`src/rtl/ptc_pkg.sv`:
```
package ptc_pkg;

    localparam int CNT_W   = 16;
    localparam int PRE_W   = 10;
    localparam int SEL_W   = 3;
    localparam int NUM_DIV = 5;
    localparam int NUM_SEL = 2 ** SEL_W;

    typedef enum logic [1:0] {
        MODE_FREE   = 2'd0,
        MODE_CLEAR  = 2'd1,
        MODE_WRAP   = 2'd2,
        MODE_UPDOWN = 2'd3
    } cnt_mode_e;

    typedef struct packed {
        logic [CNT_W-1:0] value;
        logic             up;
    } cnt_state_t;

    // log2 of the division for prescale choice idx (0 -> /1 ... 4 -> /1024)
    function automatic int div_shift(input int idx);
        case (idx)
            0:       return 0;
            1:       return 3;
            2:       return 6;
            3:       return 8;
            default: return 10;
        endcase
    endfunction

    function automatic cnt_mode_e decode_mode(input logic pwm, input logic clr);
        if (!pwm) return clr ? MODE_CLEAR : MODE_FREE;
        return clr ? MODE_WRAP : MODE_UPDOWN;
    endfunction

endpackage

```
`src/rtl/ptc_prescaler.sv`:
```
module ptc_prescaler
    import ptc_pkg::*;
#(
    parameter int P_W = PRE_W
) (
    input  logic             clk,
    input  logic             rst,
    input  logic [SEL_W-1:0] sel,
    output logic             tick
);
    logic [P_W-1:0]     pre_q;
    logic [NUM_SEL-1:0] taps;

    always_ff @(posedge clk) begin
        if (rst) pre_q <= '0;
        else     pre_q <= pre_q + P_W'(1);
    end

    for (genvar i = 0; i < NUM_SEL; i++) begin : g_tap
        if (i >= 1 && i <= NUM_DIV) begin : g_div
            localparam int SH = div_shift(i - 1);
            localparam logic [P_W-1:0] MASK = (P_W'(1) << SH) - P_W'(1);
            assign taps[i] = ((pre_q & MASK) == MASK);
        end else begin : g_stop
            assign taps[i] = 1'b0;
        end
    end

    assign tick = taps[sel];

endmodule

```
`src/rtl/ptc_core.sv`:
```
module ptc_core
    import ptc_pkg::*;
#(
    parameter int W = CNT_W
) (
    input  logic         clk,
    input  logic         rst,
    input  logic         tick,
    input  cnt_mode_e    mode,
    input  logic [W-1:0] cmp,
    input  logic [W-1:0] top,
    output logic [W-1:0] value,
    output logic [W-1:0] value_next
);
    cnt_state_t st_q, st_d;

    always_comb begin
        st_d = st_q;
        if (tick) begin
            case (mode)
                MODE_FREE:  st_d.value = st_q.value + W'(1);
                MODE_CLEAR: st_d.value = (st_q.value == cmp) ? '0 : st_q.value + W'(1);
                MODE_WRAP:  st_d.value = (st_q.value >= top) ? '0 : st_q.value + W'(1);
                default: begin
                    if (top == '0) begin
                        st_d.value = '0;
                        st_d.up    = 1'b1;
                    end else if (st_q.up) begin
                        if (st_q.value >= top) begin
                            st_d.value = st_q.value - W'(1);
                            st_d.up    = 1'b0;
                        end else begin
                            st_d.value = st_q.value + W'(1);
                        end
                    end else begin
                        if (st_q.value == '0) begin
                            st_d.value = W'(1);
                            st_d.up    = 1'b1;
                        end else begin
                            st_d.value = st_q.value - W'(1);
                        end
                    end
                end
            endcase
        end
    end

    always_ff @(posedge clk) begin
        if (rst) begin
            st_q.value <= '0;
            st_q.up    <= 1'b1;
        end else begin
            st_q <= st_d;
        end
    end

    assign value      = st_q.value;
    assign value_next = st_d.value;

    assert_hold_between_ticks_R3: assert property (@(posedge clk) disable iff (rst)
        !tick |=> $stable(value));

    assert_clear_after_match_R5: assert property (@(posedge clk) disable iff (rst)
        (tick && mode == MODE_CLEAR && value == cmp) |=> (value == '0));

    assert_wrap_at_top_R6: assert property (@(posedge clk) disable iff (rst)
        (tick && mode == MODE_WRAP && value >= top) |=> (value == '0));

    assert_bottom_turns_up_R7: assert property (@(posedge clk) disable iff (rst)
        (tick && mode == MODE_UPDOWN && value == '0 && top != '0) |=> (value == W'(1)));

endmodule

```
`src/rtl/ptc_match.sv`:
```
module ptc_match
    import ptc_pkg::*;
#(
    parameter int W = CNT_W
) (
    input  logic         clk,
    input  logic         rst,
    input  logic         tick,
    input  logic [W-1:0] next_value,
    input  logic [W-1:0] cmp,
    output logic         pulse
);
    always_ff @(posedge clk) begin
        if (rst) pulse <= 1'b0;
        else     pulse <= tick && (next_value == cmp);
    end
endmodule

```
`src/rtl/ptc_timer.sv`:
```
module ptc_timer
    import ptc_pkg::*;
(
    input  logic             clk,
    input  logic             rst,
    input  logic [SEL_W-1:0] clk_sel,
    input  logic             clear_on_match,
    input  logic             pwm_mode,
    input  logic [CNT_W-1:0] cmp_a,
    input  logic [CNT_W-1:0] top_val,
    output logic [CNT_W-1:0] count,
    output logic             match_pulse
);
    logic             tick;
    logic [CNT_W-1:0] cnt_next;
    cnt_mode_e        mode;

    assign mode = decode_mode(pwm_mode, clear_on_match);

    ptc_prescaler #(.P_W(PRE_W)) u_pre (
        .clk  (clk),
        .rst  (rst),
        .sel  (clk_sel),
        .tick (tick)
    );

    ptc_core #(.W(CNT_W)) u_core (
        .clk        (clk),
        .rst        (rst),
        .tick       (tick),
        .mode       (mode),
        .cmp        (cmp_a),
        .top        (top_val),
        .value      (count),
        .value_next (cnt_next)
    );

    ptc_match #(.W(CNT_W)) u_match (
        .clk        (clk),
        .rst        (rst),
        .tick       (tick),
        .next_value (cnt_next),
        .cmp        (cmp_a),
        .pulse      (match_pulse)
    );

    assert_pulse_marks_compare_R8: assert property (@(posedge clk) disable iff (rst)
        match_pulse |-> (count == $past(cmp_a)));

    assert_stopped_holds_R2: assert property (@(posedge clk) disable iff (rst)
        (clk_sel == 3'b000 || clk_sel >= 3'b110) |=> $stable(count));

endmodule

```
`config.mk`:
```
export PLATFORM = sky130hd
export DESIGN_NAME = ptc_timer
export DESIGN_NICKNAME = d
export VERILOG_FILES = /design/src/rtl/ptc_pkg.sv /design/src/rtl/ptc_prescaler.sv /design/src/rtl/ptc_core.sv /design/src/rtl/ptc_match.sv /design/src/rtl/ptc_timer.sv
export SDC_FILE = /design/constraint.sdc
export NUM_CORES = 1
export LEC_CHECK = 0
export BUFFER_PORTS_ARGS = -buffer_cell sky130_fd_sc_hd__buf_2
export CAP_MARGIN = 20
export CORE_MARGIN = 1.5
export CORE_UTILIZATION = 30
export CTS_CLUSTER_SIZE = 10
export DETAILED_ROUTE_END_ITERATION = 6
export PLACE_DENSITY = 0.55
export SYNTH_ARGS = -nofsm -noshare
export SYNTH_HDL_FRONTEND = slang
export SYNTH_SLANG_ARGS = --single-unit
```
`constraint.sdc`:
```
create_clock -name clk -period 6 [get_ports clk]
set_input_delay 1.2 -clock clk [delete_from_list [all_inputs] [get_ports clk]]
set_output_delay 1.2 -clock clk [all_outputs]
set_load 0.05 [all_outputs]
```
==> flow_summary.toml <==
[run_status]
status = "completed"

[place]
place_congestion = 0.9689
place_area_um2 = 3613
placed_cells = 619
numPortBuffers = 55
place_hpwl_mm = 8.374

[final_layout]
multi_input_area_um2 = 2494
area_growth_pct = 9.547
drive_above_1_share_pct = 15.11
n_fill_cell = 1188
final_common_cell = "buf_2"
ff_latch_area_um2 = 560.5
final_cell_mix = "buf_2 (55), nor2_1 (43), nand2_1 (41)"
layout.cells.non_filler = 623
fin_area_um2 = 3719
antennaDiodeCount = 0
fin_nets = 544

[clock_network]
cts_setup_buffers = 0
cts_max_path_buffers = 2
hold_buffers = 0
numCtsBuffers = 3
clock_latency_ns = 0.27
htreeDepth = 1
cts_num_sinks = 28
cts_tree = "yes"
cts_resized = 0
path_clk_slew_ns = 0.08
root_buffer = "clkbuf_16"

[power_and_ir_drop]
p_leak_nw = 1.625
vdd_drop_max_v = 0.0001329
p_per_area_nw_per_um2 = 146.0
finalPower_w = 0.0005428

[critical_path]
r2r-start = "u_core.value[8]"
path_class = "in -> reg"
end_kind = "register"
r2r_cells = 8
crit_fanout = 9
timing.reg2reg.setup_slack_ns = 1.77
crit_path_start_kind = "input pin"
cp_data_arrival_time_ns = 4.51
worst_r2r_endpoint = "u_match.pulse"
crit_required_ns = 6.18

[synthesis]
ys_seq_area_share_pct = 16.51
synthCells = 466
synth_largest_area_cell = "dfxtp_1"
syn_area_um2 = 3395
yosysWarnings = 0
synth_top_flop_cell = "dfxtp_1"
yosysUniqueCellTypes = 69
syn_avg_cell_area_um2 = 7.284
ys_ff_latch = 28
synth_top_area_share_pct = 16.51
synth.area.top_cells = "dfxtp_1 (17%), ha_1 (7.7%), xor2_1 (7.5%)"
synth_edf_count = 0
syn_nets = 526
synth-async-reset-ratio_pct = 0

[global_routing]
grt_max_degree = 29
overflow = 0
antenna_found_initial = 0
grt_pass1_wl_mm = 17.65
track_usage_pct = 19.13
grt_pass1_vias = 3430

[die]
start_util_pct = 31.04
die_area_um2 = 11960
coreArea_um2 = 10940
ioPinCount = 56
core.rowCount = 38
die_y_um = 109.4
dieWidth_um = 109.4

[drt]
drt-total-wl_mm = 11.33
post-route-drc-count = 0
wl_per_cell_um = 18.19
dr.first_iter.drc_count = 401
vias = 3614
drt-pass1-iter-count = 5
ant_nets = 0
routed_via_density = 5.801

[hold_path]
min-delay-start = "u_pre.pre_q[0]"
min_to = "u_pre.pre_q[0]"
hold_depth = 1
hp-class = "reg -> reg"

[job]
maxCapViolations = 0

[timing]
whs_ns = 0.4619
finalCritPeriodShare_pct = 72.20
skew_ns = 0.005017
min_period_ns = 4.332
finalSetupViolCount = 0
worst_pin_slew_ns = 1.171
setup_tns_ns = 0
slew_violations = 0
relSlewSlack_pct = 21.58
rsz0062_at_grt = "no"
clock.fmax_mhz = 230.8
finalHoldViolCount = 0
report_power, final:
part           switching [W]  internal [W]  leakage (nW)  total, W
registers         0.00000892      0.000189         0.227  0.000198
clock network      0.0000741      0.000133        0.0511  0.000207
logic              0.0000868     0.0000505          1.35  0.000137
sequential cells by signal (all words and copies together) (netlist names):
signal / flops
u_core.st_q: 1
u_pre.pre_q: 10
u_core.value: 16
u_match.pulse: 1
final cells by class:
cell class | instances | area share (%)
Clock inverter | 1 | 0.8075
Tap cell | 140 | 4.711
Sequential cell | 28 | 15.07
Clock buffer | 3 | 2.019
Inverter | 23 | 2.322
Timing Repair Buffer | 58 | 8.008
Multi-Input combinational cell | 370 | 67.06
per-stage QoR:
step                      worst slack, ns  utilization (%)
after global routing                1.469            34.00
after detailed placement            1.449            33.04
after CTS                           1.693            34.00
after global placement              1.408            33.04
final                               1.668            34.00
after floorplan                     1.878                -
how the worst max path moves through the flow:
stage,cells past startpoint,start,to,slack (ns)
3_3_place_gp,12,top_val[13],u_match.pulse,1.41
2_1_floorplan,12,top_val[1],u_match.pulse,1.88
4_1_cts,12,top_val[13],u_match.pulse,1.69
3_5_place_dp,12,top_val[13],u_match.pulse,1.45
5_1_grt,13,top_val[7],u_match.pulse,1.47
6_report,12,top_val[13],u_match.pulse,1.67
metal layers:
| metal | wire length [um] | GRT usage, % | part of all wire (%) | vias to the layer above |
|---|---|---|---|---|
| met2 | 5206 | 32.70 | 46 | 187 |
| met3 | 1018 | 3.438 | 9.0 | 26 |
| li1 | - | - | - | 1733 |
| met1 | 4787 | 23.81 | 42 | 1668 |
| met5 | 0 | 0 | 0 | - |
| met4 | 320 | 7.236 | 2.8 | 0 |
cells by family after synthesis:
kind of cell / synth area share (%)
simple gates: 29.05
compound gates: 22.04
buf+inv: 10.03
xor+xnor: 11.35
flops: 16.51
fa+ha+maj: 7.740
mux: 3.281
cells in the mapped netlist (all sizes together) (2+ instances only):
library cell / instances
a211o: 2
a211oi: 4
a21o: 4
a21oi: 18
a22o: 3
a22oi: 2
a311oi: 2
a31o: 2
a31oi: 6
and2: 2
and3: 11
and4: 2
and4b: 2
buf: 23
clkbuf: 22
dfxtp: 28
ha: 21
inv: 23
mux2i: 10
nand2: 41
nand2b: 2
nand3: 20
nand3b: 2
nand4: 14
nor2: 43
nor2b: 5
nor3: 19
nor4: 15
o2111ai: 3
o211a: 3
o211ai: 7
o21ai: 16
o21bai: 2
o221ai: 2
o22ai: 4
o31a: 3
o31ai: 5
o32ai: 2
or2: 2
or3: 6
or4: 3
xnor2: 15
xor2: 29
worst max-delay path: stages:
cell and delay [ns]:
buf_2 0.09, inv_1 0.04, ha_1 0.28, nand4_1 0.18, nor4_1 0.38, o31a_1 0.28
or3_1 0.40, nand2_1 0.23, o21ai_0 0.38, xor2_1 0.11, or4_4 0.58, a2111oi_2 0.35
Power figures use the tool's default switching activity.
